--- src/rtl/sercfg_pkg.sv ---
package sercfg_pkg;
   typedef enum logic [1:0] {
      OP_WR  = 2'd0,
      OP_CLR = 2'd1,
      OP_SET = 2'd2,
      OP_INV = 2'd3
   } alias_op_e;

   typedef enum logic [2:0] {
      G_MODE = 3'd0,
      G_STAT = 3'd1,
      G_TXD  = 3'd2,
      G_RXD  = 3'd3,
      G_BAUD = 3'd4,
      G_NONE = 3'd7
   } reg_grp_e;

   localparam int ST_AVAIL  = 0;
   localparam int ST_OVR    = 1;
   localparam int ST_FRAME  = 2;
   localparam int ST_PARITY = 3;
   localparam int ST_IDLE   = 4;
   localparam int ST_EMPTY  = 8;
   localparam int ST_FULL   = 9;
   localparam int ST_TOP    = 24;
endpackage

--- src/rtl/sercfg_addr_dec.sv ---
module sercfg_addr_dec
   import sercfg_pkg::*;
#(
   parameter int ADDR_W = 8
) (
   input  logic [ADDR_W-1:0] addr,
   output reg_grp_e          grp,
   output alias_op_e         op
);
   initial begin
      if (ADDR_W < 8) $error("sercfg_addr_dec: ADDR_W must be at least 8");
   end

   always_comb begin
      op  = alias_op_e'(addr[3:2]);
      grp = G_NONE;
      if (addr[ADDR_W-1:7] == '0) begin
         case (addr[6:4])
            3'd0:    grp = G_MODE;
            3'd1:    grp = G_STAT;
            3'd2:    grp = (addr[3:2] == 2'd0) ? G_TXD : G_NONE;
            3'd3:    grp = (addr[3:2] == 2'd0) ? G_RXD : G_NONE;
            3'd4:    grp = G_BAUD;
            default: grp = G_NONE;
         endcase
      end
   end
endmodule

--- src/rtl/sercfg_alias_reg.sv ---
module sercfg_alias_reg
   import sercfg_pkg::*;
#(
   parameter int           W    = 32,
   parameter logic [W-1:0] MASK = '1
) (
   input  logic         clk,
   input  logic         rst_n,
   input  logic         we,
   input  alias_op_e    op,
   input  logic [W-1:0] wd,
   output logic [W-1:0] q
);
   logic [W-1:0] sel;
   logic [W-1:0] nxt;

   assign sel = wd & MASK;

   always_comb begin
      case (op)
         OP_WR:   nxt = sel;
         OP_CLR:  nxt = q & ~wd;
         OP_SET:  nxt = q | sel;
         default: nxt = q ^ sel;
      endcase
   end

   always_ff @(posedge clk or negedge rst_n) begin
      if (!rst_n)  q <= '0;
      else if (we) q <= nxt;
   end
endmodule

--- src/rtl/sercfg_regbank.sv ---
module sercfg_regbank
   import sercfg_pkg::*;
#(
   parameter int                ADDR_W    = 8,
   parameter int                DATA_W    = 32,
   parameter int                CHAR_W    = 9,
   parameter int                BAUD_W    = 16,
   parameter bit                READ_REG  = 1'b1,
   parameter logic [DATA_W-1:0] MODE_MASK = 32'h0000_BBFF,
   parameter logic [DATA_W-1:0] STAT_MASK = 32'h01FF_FCE0
) (
   input  logic              clk,
   input  logic              rst_n,
   input  logic              bus_wr,
   input  logic              bus_rd,
   input  logic [ADDR_W-1:0] bus_addr,
   input  logic [DATA_W-1:0] bus_wdata,
   output logic [DATA_W-1:0] bus_rdata,
   input  logic              hw_rx_avail,
   input  logic              hw_overrun,
   input  logic              hw_frame_err,
   input  logic              hw_parity_err,
   input  logic              hw_rx_idle,
   input  logic              hw_tx_empty,
   input  logic              hw_tx_full,
   input  logic [CHAR_W-1:0] rx_char,
   output logic [DATA_W-1:0] mode_q,
   output logic [DATA_W-1:0] stat_q,
   output logic [BAUD_W-1:0] baud_q,
   output logic              tx_push,
   output logic [CHAR_W-1:0] tx_char,
   output logic              rx_pop
);
   localparam logic [DATA_W-1:0] HW_BITS =
      DATA_W'((1 << ST_AVAIL) | (1 << ST_FRAME) | (1 << ST_PARITY) |
              (1 << ST_IDLE) | (1 << ST_EMPTY) | (1 << ST_FULL) | (1 << ST_OVR));
   localparam logic [DATA_W-1:0] STAT_SW = STAT_MASK & ~HW_BITS;

   initial begin
      if (DATA_W <= ST_TOP)  $error("sercfg_regbank: DATA_W too small for status field");
      if (CHAR_W > DATA_W)   $error("sercfg_regbank: CHAR_W exceeds DATA_W");
      if (BAUD_W > DATA_W)   $error("sercfg_regbank: BAUD_W exceeds DATA_W");
   end

   reg_grp_e  grp;
   alias_op_e op;
   logic      ovr_q;
   logic [DATA_W-1:0] ctl_q;
   logic [DATA_W-1:0] hw_vec;
   logic [DATA_W-1:0] rd_mux;

   sercfg_addr_dec #(.ADDR_W(ADDR_W)) u_dec (
      .addr(bus_addr), .grp(grp), .op(op)
   );

   sercfg_alias_reg #(.W(DATA_W), .MASK(MODE_MASK)) u_mode (
      .clk(clk), .rst_n(rst_n), .we(bus_wr && grp == G_MODE),
      .op(op), .wd(bus_wdata), .q(mode_q)
   );

   sercfg_alias_reg #(.W(DATA_W), .MASK(STAT_SW)) u_ctl (
      .clk(clk), .rst_n(rst_n), .we(bus_wr && grp == G_STAT),
      .op(op), .wd(bus_wdata), .q(ctl_q)
   );

   sercfg_alias_reg #(.W(BAUD_W), .MASK({BAUD_W{1'b1}})) u_baud (
      .clk(clk), .rst_n(rst_n), .we(bus_wr && grp == G_BAUD),
      .op(op), .wd(bus_wdata[BAUD_W-1:0]), .q(baud_q)
   );

   // Overrun is latched by hardware and can only be cleared by software.
   logic ovr_sw_clr;
   assign ovr_sw_clr = bus_wr && grp == G_STAT &&
                       ((op == OP_WR  && !bus_wdata[ST_OVR]) ||
                        (op == OP_CLR &&  bus_wdata[ST_OVR]));

   always_ff @(posedge clk or negedge rst_n) begin
      if (!rst_n)          ovr_q <= 1'b0;
      else if (hw_overrun) ovr_q <= 1'b1;
      else if (ovr_sw_clr) ovr_q <= 1'b0;
   end

   always_comb begin
      hw_vec            = '0;
      hw_vec[ST_AVAIL]  = hw_rx_avail;
      hw_vec[ST_OVR]    = ovr_q;
      hw_vec[ST_FRAME]  = hw_frame_err;
      hw_vec[ST_PARITY] = hw_parity_err;
      hw_vec[ST_IDLE]   = hw_rx_idle;
      hw_vec[ST_EMPTY]  = hw_tx_empty;
      hw_vec[ST_FULL]   = hw_tx_full;
   end

   assign stat_q = ctl_q | hw_vec;

   always_comb begin
      case (grp)
         G_MODE:  rd_mux = mode_q;
         G_STAT:  rd_mux = stat_q;
         G_BAUD:  rd_mux = DATA_W'(baud_q);
         G_RXD:   rd_mux = DATA_W'(rx_char);
         default: rd_mux = '0;
      endcase
   end

   generate
      if (READ_REG) begin : g_rd_reg
         logic [DATA_W-1:0] rdata_q;
         always_ff @(posedge clk or negedge rst_n) begin
            if (!rst_n)      rdata_q <= '0;
            else if (bus_rd) rdata_q <= rd_mux;
         end
         assign bus_rdata = rdata_q;
      end else begin : g_rd_comb
         assign bus_rdata = bus_rd ? rd_mux : '0;
      end
   endgenerate

   always_ff @(posedge clk or negedge rst_n) begin
      if (!rst_n) begin
         tx_push <= 1'b0;
         tx_char <= '0;
         rx_pop  <= 1'b0;
      end else begin
         tx_push <= bus_wr && grp == G_TXD;
         rx_pop  <= bus_rd && grp == G_RXD;
         if (bus_wr && grp == G_TXD) tx_char <= bus_wdata[CHAR_W-1:0];
      end
   end
endmodule

--- config.mk ---
export PLATFORM = sky130hd
export DESIGN_NAME = sercfg_regbank
export DESIGN_NICKNAME = d
export VERILOG_FILES = /design/src/rtl/sercfg_pkg.sv /design/src/rtl/sercfg_addr_dec.sv /design/src/rtl/sercfg_alias_reg.sv /design/src/rtl/sercfg_regbank.sv
export SDC_FILE = /design/constraint.sdc
export NUM_CORES = 1
export LEC_CHECK = 0
export ABC_AREA = 1
export ABC_CLOCK_PERIOD_IN_PS = 2200
export BUFFER_PORTS_ARGS = -buffer_cell sky130_fd_sc_hd__buf_2
export CORE_AREA = 4 4 130 132
export DETAILED_ROUTE_END_ITERATION = 8
export DIE_AREA = 0 0 134 136
export PLACE_DENSITY = 0.72
export SYNTH_ARGS = -nofsm -noshare
export SYNTH_HDL_FRONTEND = slang
export SYNTH_SLANG_ARGS = --single-unit
export TNS_END_PERCENT = 100
--- constraint.sdc ---
create_clock -name clk -period 2.2 [get_ports clk]
set_input_delay 0.11 -clock clk [delete_from_list [all_inputs] [get_ports clk]]
set_output_delay 0.11 -clock clk [all_outputs]
set_load 0.1 [all_outputs]
==> results.py <==
metrics = {
    "outcome": {
        "outcome": "completed",
    },
    "synth": {
        "ys_ff_latch": 124,
        "synth_fa_ha_area_share_pct": 15.39,
        "postSynthCellCount": 909,
        "ys_types": 36,
        "synth_top_family_by_area": "compound AO/OA/AOI/OAI gates",
        "yosysMostFrequentCell": "nand2_1",
        "synth_edf_count": 0,
        "synth_compound_area_share_pct": 19.05,
        "yosys.area.top_type": "dfrtp_1",
        "synth-async-reset-ratio_pct": 100.0,
        "synth_area_mm2": 0.007804,
        "synth.cells.most_frequent": "231 x nand2_1, 124 x dfrtp_1, 96 x ha_1, 93 x o21ai_0, 91 x inv_1",
        "syn_nets": 1065,
        "synth-xor-area-share_pct": 0,
        "synth-simple-area-share_pct": 15.47,
        "netlist.area_leader.share_pct": 39.76,
        "ys.flop_type": "dfrtp_1",
        "synthMuxAreaShare_pct": 0,
        "yosysSeqAreaShare_pct": 39.76,
        "avgSynthCellArea_um2": 8.585,
        "synth_warnings": 0,
        "synth.area.top_cells": "dfrtp_1 40%, ha_1 15%, nand2_1 11%, o21ai_0 6.0%, inv_1 4.4%",
    },
    "clock_tree": {
        "htree_levels": 4,
        "cts_tree": "done",
        "clockBufferDepth": 2,
        "clkTransAtPathRegs_ps": 60,
        "numCtsBuffers": 17,
        "clock_sinks": 124,
        "clk_latency_ps": 420,
        "post_cts_buffers": 0,
        "cts-root-buf": "clkbuf_16",
    },
    "setup_path": {
        "crit_path_end": "stat_q[9]",
        "worst-setup-path-type": "flop to primary output",
        "required_ps": 2090,
        "r2r-end": "u_baud.q[1]",
        "crit_start": "u_ctl.q[9]",
        "worst-path-buf-inv": 1,
        "cp_slowest_cell": "dfrtp_1",
        "worstPathArrival_ps": 1430,
        "cp_slowest_stage_delay_ps": 400,
        "crit_cells": 2,
        "cp_max_fo": 2,
        "crit_path_cell_trace": "or2_2, buf_2",
        "r2r-start": "u_baud.q[1]",
        "cp-end-kind": "primary output",
        "r2r_slack_ps": 940,
        "critical-path-top-delay-family": "flip-flops",
        "reg2reg_depth": 6,
        "startpoint_type": "flop",
    },
    "route": {
        "ant_nets": 0,
        "first_iter_violations": 414,
        "routed_via_density": 5.275,
        "drc": 0,
        "drt_first_pass_iters": 5,
        "finalWirelength_um": 21980,
        "num_vias": 6884,
        "avgRoutedWirePerCell_um": 16.85,
    },
    "sta": {
        "maxSlewHeadroom_pct": 57.68,
        "tightest_slew_ps": 633.2,
        "rsz0062_at_grt": "false",
        "fin_skew_ps": 6.455,
        "setup_violations": 0,
        "max_freq_ghz": 0.6507,
        "period_share_pct": 69.85,
        "period_needed_ps": 1537,
        "final.setup.tns_ps": 0,
        "finalHoldViolations": 0,
        "drv_slew": 0,
    },
    "placed_design": {
        "place_congestion": 0.8559,
        "dp_hpwl_um": 15020,
        "portBuffers": 180,
    },
    "global_route": {
        "grt_pass1_vias": 6692,
        "grt_first_pass_wirelength_um": 35390,
        "track_usage_pct": 24.69,
        "gr-total-overflow": 0,
        "grt_max_degree": 50,
        "antenna_found_initial": 1,
    },
    "cells_and_area": {
        "seq_area_mm2": 0.003103,
        "drive_gt1_share_pct": 24.08,
        "nFillCells": 1410,
        "multi_input_area_mm2": 0.003895,
        "synthToLayoutAreaGrowth_pct": 22.17,
        "nets": 1231,
        "finish.utilization_pct": 60.68,
    },
    "power_and_ir_drop": {
        "p_per_area_mw_per_mm2": 1028,
        "vdd_drop_max_mv": 0.6697,
        "report.power.total_mw": 9.804,
        "p_leak_nw": 4.987,
        "switching_power_mw": 4.507,
        "p_comb_share_pct": 39.2,
        "internal_power_mw": 5.297,
        "switching_share_pct": 45.97,
        "pwr-share-seq_pct": 29.4,
        "clock_power_share_pct": 31.5,
    },
    "floorplan": {
        "die_w_um": 134,
        "die_h_um": 136,
        "design.die.area_mm2": 0.01822,
        "boundaryPins": 183,
        "initial_core_util_pct": 49.67,
        "coreArea_mm2": 0.01571,
        "rows": 46,
    },
    "flow_run": {
        "drv_cap": 0,
    },
    "worst_hold_path": {
        "hp-class": "input pin to flop",
    },
}
## registers in the layout (all words and copies together) (netlist names)
| signal | count |
|---|---|
| tx_push | 1 |
| u_baud.q | 16 |
| u_mode.q | 32 |
| ovr_q | 1 |
| bus_rdata | 32 |
| tx_char | 9 |
| rx_pop | 1 |
| u_ctl.q | 32 |
## stage by stage
| step | instance area [um^2] | hold WS (ps) | instances | setup WS [ps] |
|---|---|---|---|---|
| finish | 9534 | 14.28 | 1305 | 663.3 |
| floorplan | 7804 | -185.6 | 909 | 415.4 |
| CTS | 9532 | 2.034 | 1304 | 656.3 |
| global placement | 8720 | 155.6 | 1255 | 524.6 |
| detailed placement | 8720 | 158.7 | 1255 | 498.0 |
| global route | 9534 | 10.25 | 1305 | 622.1 |
## repair_timing
item,in CTS,in global routing
resized for setup,0,0
endpoints found under the hold margin,64,0
hold buffers,17,0
## worst min-delay path: cells and delay by family
kind            cells  cell delay (ps)
buf+inv             2              150
compound gates      1               70
simple gates        1               60
## cell usage in the layout (no fill, tap or decap), types with 14 or more instances in the layout
master	Yosys	routed
nand2_1	231	231
buf_2	20	179
dfrtp_1	124	124
ha_1	96	96
o21ai_0	93	93
inv_1	91	90
o2111ai_1	25	25
nor2_1	24	24
a21oi_1	23	23
clkbuf_16	0	17
dlygate4sd3_1	0	17
a22oi_1	16	16
o221ai_1	16	16
a21boi_1	14	14
buf_4	30	14
## logic make-up after synthesis
logic type               Yosys count
AND/OR/NAND/NOR                  288
AO/OA/AOI/OAI                    231
buffers and inverters            170
flip-flops                       124
adder cells (fa/ha/maj)           96
## per-layer routing
| layer | vias up | wire length [um] | global-route usage [%] |
|---|---|---|---|
| met3 | 45 | 1216 | 4.515 |
| met2 | 214 | 10720 | 41.30 |
| met1 | 3272 | 9579 | 32.52 |
| met4 | 0 | 467 | 8.229 |
| li1 | 3353 | - | - |
| met5 | - | 0 | 0 |
## power by group through the flow
stage	sequential (mW)	combinational, mW	clock (mW)
2_1_floorplan	4.38	1.70	0
3_3_place_gp	2.91	3.76	0
3_5_place_dp	2.91	3.81	0
4_1_cts	2.88	3.86	3.12
5_1_grt	2.92	4.10	3.22
6_report	2.88	3.84	3.08
## layout make-up
type | instances | area share (%)
Antenna cell | 1 | 0.02625
Multi-Input combinational cell | 615 | 40.85
Inverter | 104 | 4.094
Clock buffer | 21 | 4.724
Tap cell | 216 | 2.835
Sequential cell | 124 | 32.55
Clock inverter | 11 | 2.008
Timing Repair Buffer | 213 | 12.91
## worst min-delay path by stage
| stage | cells past startpoint | endpoint | slack [ps] | start |
|---|---|---|---|---|
| 2_1_floorplan | 0 | bus_rdata[0] | -190 | rst_n |
| 3_3_place_gp | 1 | u_ctl.q[4] | 160 | rst_n |
| 3_5_place_dp | 1 | u_ctl.q[4] | 160 | rst_n |
| 4_1_cts | 5 | bus_rdata[8] | 2 | rx_char[8] |
| 5_1_grt | 3 | rx_pop | 10 | bus_addr[4] |
| 6_report | 4 | u_mode.q[21] | 10 | bus_wdata[21] |
Note: power is estimated with default switching activity, not from simulation.
